File: config.mk
export PLATFORM = sky130hd
export DESIGN_NAME = rampchk_datapath
export DESIGN_NICKNAME = d
export VERILOG_FILES = /design/src/rtl/rampchk_pkg.sv /design/src/rtl/rampchk_datapath.sv
export SDC_FILE = /design/constraint.sdc
export NUM_CORES = 1
export LEC_CHECK = 0
export BUFFER_PORTS_ARGS = -buffer_cell sky130_fd_sc_hd__buf_2
export CORE_MARGIN = 4
export CORE_UTILIZATION = 30
export CTS_CLUSTER_DIAMETER = 50
export CTS_CLUSTER_SIZE = 8
export DETAILED_ROUTE_END_ITERATION = 10
export PLACE_DENSITY = 0.57
export SYNTH_ARGS = -nofsm -noshare
export SYNTH_HDL_FRONTEND = slang
export SYNTH_SLANG_ARGS = --single-unit
export TNS_END_PERCENT = 50
File: constraint.sdc
create_clock -name clk -period 9.3 [get_ports clk]
set_clock_uncertainty 0.1 [all_clocks]
set_input_delay 2.325 -clock clk [delete_from_list [all_inputs] [get_ports clk]]
set_output_delay 2.325 -clock clk [all_outputs]
set_load 0.03 [all_outputs]
File: src/rtl/rampchk_pkg.sv
package rampchk_pkg;

  typedef struct packed {
    logic load;     // take the preset, clear the idle count
    logic advance;  // expected code + 1, clear the idle count
    logic tick;     // one more idle cycle
    logic capture;  // latch the failing code
  } dpCtrl_t;

  typedef enum logic [1:0] {
    ST_IDLE = 2'd0,
    ST_SCAN = 2'd1,
    ST_PASS = 2'd2,
    ST_FAIL = 2'd3
  } scanState_t;

endpackage

File: src/rtl/rampchk_datapath.sv
module rampchk_datapath
  import rampchk_pkg::*;
#(
  parameter int CODE_W = 12,
  parameter int TMR_W  = 16
) (
  input  logic              clk,
  input  logic              rstN,
  input  dpCtrl_t           ctl,
  input  logic [CODE_W-1:0] presetCode,
  input  logic [TMR_W-1:0]  windowCycles,
  input  logic              convValid,
  input  logic [CODE_W-1:0] convCode,
  output logic [CODE_W-1:0] expCode,
  output logic [CODE_W-1:0] failCode,
  output logic              matchHit,
  output logic              atTop,
  output logic              timeUp
);

  localparam logic [CODE_W-1:0] TOP_CODE = {CODE_W{1'b1}};

  logic [TMR_W-1:0] idleCnt;
  logic [TMR_W:0]   idleNext;

  // expected-code counter
  always_ff @(posedge clk or negedge rstN) begin
    if (!rstN) begin
      expCode <= '0;
    end else if (ctl.load) begin
      expCode <= presetCode;
    end else if (ctl.advance) begin
      expCode <= expCode + 1'b1;
    end
  end

  // idle timer: counts enabled cycles without an advance
  always_ff @(posedge clk or negedge rstN) begin
    if (!rstN) begin
      idleCnt <= '0;
    end else if (ctl.load || ctl.advance) begin
      idleCnt <= '0;
    end else if (ctl.tick) begin
      idleCnt <= idleNext[TMR_W-1:0];
    end
  end

  // failing-code capture
  always_ff @(posedge clk or negedge rstN) begin
    if (!rstN) begin
      failCode <= '0;
    end else if (ctl.capture) begin
      failCode <= expCode;
    end
  end

  always_comb begin
    idleNext = {1'b0, idleCnt} + 1'b1;
    // a zero window behaves as a one-cycle window
    timeUp   = idleNext >= {1'b0, windowCycles};
    matchHit = convValid && (convCode == expCode);
    atTop    = (expCode == TOP_CODE);
  end

endmodule

Yosys cells after proc, flatten, opt, wreduce, memory -nomap -nowiden
Cells that the tools add are included.

word-level totals
  register bits = 40
  bits in latches = 0
  bits in writable memories = 0
  memory bits (read-only) = 0
  output and inout bits = 27
  memories kept = 0

cells by class
  add/sub/neg operators = 2
  $mul = 0
  div/mod/pow operators = 0
  order comparisons = 1
  equality and inequality tests = 2
  shift operators = 0
  mux-type cells = 4
  bitwise gates (word level) = 0
  reductions and logical operators = 4

operators with widths
  kind                                            count
  two-way mux 16 bit                              2
  two-way mux 12 bit                              2
  adder 16 x 1 -> 17 bit (second input constant)  1
  >= comparator 17 x 16 -> 1 bit                  1
  adder 12 x 1 -> 12 bit (second input constant)  1
  equality test 12 bit                            1
  equality test 12 bit (second input constant)    1
  nonzero test 2 bit                              2
  logical AND 1 bit                               1
  logical OR 1 bit                                1

Depth between registers and ports, before layout
  depth after elaboration = 3
  depth in mapped cells = 11
  depth with buffers taken out = 10

Worst setup path after synthesis
Ideal clock, no wire load.

  kind = input port to output port
  start = input windowCycles[8]
  end = output timeUp
  arrival time = 3630 ps
  required time = 6875 ps
  slack = 3245 ps
  cell stages on the path = 7
  path buffers = 0
  cell sequence = inv_1 -> ha_1 -> and4_1 -> a221oi_1 -> o21ai_0 -> o21ai_0 -> o211ai_1

on the way
  longest elaborated chain between the ends = 1

RTL lines
  element                         RTL line                source
  start, declared                 rampchk_datapath.sv:11  input logic [TMR_W-1:0] windowCycles,
  >= comparator 17 x 16 -> 1 bit  rampchk_datapath.sv:60  timeUp = idleNext >= {1'b0, windowCycles};
  end, declared                   rampchk_datapath.sv:18  output logic timeUp

No other way between the ends.

Final worst setup path
Ends and elaborated chain as after synthesis.

==> impl_metrics.py <==
metrics = {
    "critical_path": {
        "crit_path_end_kind": "primary output",
        "cp_cell_sequence": "buf_2 > inv_1 > ha_1 > and4_1 > a221oi_1 > o21ai_0 > o21ai_0 > o211ai_1 > buf_2",
        "cp.arrival_ns": 3.82,
        "required_ns": 6.88,
        "cp-start-kind": "input port",
        "path_buf_inv": 3,
        "crit_type": "input port to primary output",
        "slowest_stage": "ha_1",
        "path_max_fanout": 3,
        "critPathMaxStageDelay_ns": 0.32,
        "cpLargestDelayFamily": "compound AO/OA/AOI/OAI gates",
    },
    "timing": {
        "tightest_slew_ns": 0.904,
        "slew_viol_final": 0,
        "max_freq_mhz": 160,
        "hold_violations": 0,
        "fin_crit_sh": 0.672,
        "rsz0062_at_grt": "false",
        "relSlewSlack": 0.397,
        "finalCriticalPeriod_ns": 6.25,
        "finalSetupViolCount": 0,
        "timing.setup.tns_ns": 0,
    },
    "grt": {
        "gr-usage-met3": 0.0303,
        "gr-total-overflow": 0,
        "grt_max_degree": 41,
        "track_usage": 0.118,
        "grt_pass1_vias": 2085,
        "grt_pass1_wl_um": 9810,
        "antenna_found_initial": 0,
        "grt.busiest_layer": "met2",
        "use_met1": 0.158,
        "use_met2": 0.191,
    },
    "clock_tree": {
        "clock_path_buffers": 2,
        "ctsRootBufferMaster": "clkbuf_8",
        "cts_tree": "done",
        "numClockSinks": 40,
        "cts_buffers": 5,
        "clk_pin_slew_ns": 0.08,
        "cts_setup_buffers": 0,
        "ctsResizeCount": 0,
        "hold_buffers": 0,
        "clk_latency_ns": 0.29,
        "h-tree-depth": 2,
    },
    "drt": {
        "via_count": 2067,
        "drc": 0,
        "dr.pass1.iters": 4,
        "vias_per_cell": 4.60,
        "drtIter0Drc": 35,
        "wirelength_um": 5670,
        "wl_per_cell_um": 12.6,
        "ant_nets": 0,
    },
    "power_and_ir_drop": {
        "clock_power_share": 0.289,
        "pwr-share-comb": 0.224,
        "p_int_uw": 284,
        "p_per_area_mw_per_mm2": 132,
        "peakVddDrop_uv": 76.9,
        "power_uw": 417,
        "switching_share": 0.319,
        "leakage_uw": 0.00155,
        "seqPwrFrac": 0.488,
        "p_sw_uw": 133,
    },
    "logic_synthesis": {
        "synth-seq-cells": 40,
        "syn-cell-area_mm2": 0.00261,
        "yosys_warnings": 0,
        "synth_cells": 275,
        "synth-main-ff-cell": "dfrtp_1",
        "synth.avg_cell_area_um2": 9.48,
        "syn_nets": 340,
        "async_flop_share": 1.00,
        "synth_edf_count": 0,
        "yosysSeqAreaShare": 0.384,
        "synth_cell_type_count": 36,
    },
    "place": {
        "gp_congestion": 0.772,
        "post-dp-hpwl_um": 4380,
        "io_buffers": 73,
        "placed_cells": 441,
    },
    "floorplan": {
        "rows": 33,
        "dieHeight_um": 101,
        "top_level_ports": 74,
        "die_area_mm2": 0.0102,
        "start_util": 0.312,
        "die_w_um": 101,
        "core_mm2": 0.00834,
    },
    "outcome": {
        "outcome": "finished clean",
    },
    "layout": {
        "nets": 408,
        "diodes": 0,
        "final_layout_size_suffix_gt1_frac": 0.294,
        "fillerInstances": 886,
        "multi_input_area_mm2": 0.00149,
        "areaGrowthSynthToFinish_pct": 20.8,
        "final-instance-count-excl-fill": 449,
        "regArea_mm2": 0.00100,
    },
    "run": {
        "drv_cap": 0,
    },
    "worst_hold_path": {
        "worstHoldPathType": "register to register",
    },
}
[per-stage QoR]
step / utilization / area, um2 / hold slack, ns / setup slack (ns)
floorplan: - / 2610 / 0.437 / 3.25
global placement: 0.366 / 3050 / 0.387 / 3.07
detailed placement: 0.366 / 3050 / 0.391 / 3.04
CTS: 0.377 / 3150 / 0.413 / 3.03
global route: 0.377 / 3150 / 0.426 / 2.89
finish: 0.377 / 3150 / 0.404 / 3.05
[cell usage in the layout, fill, tap and decap left out, types with 4 or more instances in the layout]
cell type   n
buf_2      73
dfrtp_1    40
xor2_1     31
nand2_1    28
xnor2_1    21
nor2_1     20
ha_1       18
inv_1      17
nand3_1    14
mux2_2     12
nand4_1    10
o21ai_0    10
nor3_1      6
clkbuf_8    6
o21ai_1     5
a21oi_1     4
[worst register-to-register path: cells and delay by family (launching register included)]
family / cells / cell delay [ns]
DFF: 1 / 0.45
and+or+nand+nor: 4 / 0.84
adders and majority gates: 1 / 0.27
xor gates and xnor gates: 1 / 0.15
[power by group through the flow]
| stage | sequential, uW | clock, uW | combinational (uW) |
|---|---|---|---|
| floorplan | 229 | 0 | 35.7 |
| global placement | 207 | 0 | 93.4 |
| detailed placement | 207 | 0 | 95.1 |
| CTS | 204 | 128 | 95.2 |
| global route | 206 | 135 | 102 |
| finish | 203 | 120 | 93.1 |
[synth_stat cells, types with 2 or more instances]
library cell | number | area (um2)
nor4_1 | 2 | 12.5
nand3_1 | 14 | 70.1
and2_1 | 3 | 18.8
o211ai_1 | 2 | 15.0
xor2_1 | 31 | 272
mux2i_1 | 2 | 20.0
clkbuf_1 | 8 | 30.0
dfrtp_1 | 40 | 1000
nor3_1 | 6 | 30.0
inv_1 | 17 | 63.8
o21ai_1 | 5 | 25.0
mux2_2 | 12 | 135
nand4_1 | 10 | 62.6
ha_1 | 18 | 225
a21oi_1 | 4 | 20.0
nor2_1 | 20 | 75.1
nand2_1 | 28 | 105
nor4_4 | 2 | 42.5
o21ai_0 | 10 | 50.1
xnor2_1 | 21 | 184
buf_2 | 3 | 15.0
and3_1 | 3 | 18.8
[layer usage]
layer | vias to the layer above | routed length, um | share of wire
met3 | 4 | 483 | 0.085
li1 | 1058 | - | -
met1 | 934 | 2660 | 0.47
met4 | 0 | 40 | 0.0071
met5 | - | 0 | 0
met2 | 71 | 2490 | 0.44
[cell type report]
| type | count | share of cell area |
|---|---|---|
| clock inverter | 1 | 0.00238 |
| timing repair buffer | 73 | 0.116 |
| clock buffer | 7 | 0.0274 |
| inverter | 17 | 0.0203 |
| multi-input combinational | 206 | 0.474 |
| sequential | 40 | 0.318 |
| tap | 105 | 0.0417 |
[path summary, 6_finish.rpt]
check                                             start                      end  slack, ns  cells past startpoint
worst min register to register  failCode[9]$_DFFE_PN0P_  failCode[9]$_DFFE_PN0P_       0.40                      1
worst max-delay path                    windowCycles[8]                   timeUp       3.05                      9
worst max register to register   idleCnt[0]$_DFFE_PN0P_  idleCnt[12]$_DFFE_PN0P_       7.38                      6
max in group asynchronous                          rstN   expCode[2]$_DFFE_PN0N_       6.47                      1
min in group asynchronous                          rstN  failCode[8]$_DFFE_PN0P_       2.06                      1
worst min-delay path            failCode[9]$_DFFE_PN0P_  failCode[9]$_DFFE_PN0P_       0.40                      1
[state kept, by name, summed over array words and instances, names as in the netlist]
register / flops
expCode: 12
failCode: 12
idleCnt: 16
[cell families (layout without fill, tap and decap cells)]
group                    Yosys count  count (layout)  synth area share
AO/OA/AOI/OAI                     25              25            0.0547
XOR/XNOR                          52              52             0.175
adder cells (fa/ha/maj)           18              18            0.0864
buffers and inverters             29              98            0.0432
flip-flops                        40              40             0.384
multiplexers                      14              14            0.0595
AND/OR/NAND/NOR                   97              97             0.197
No activity file was read; power rests on OpenSTA's default activity.
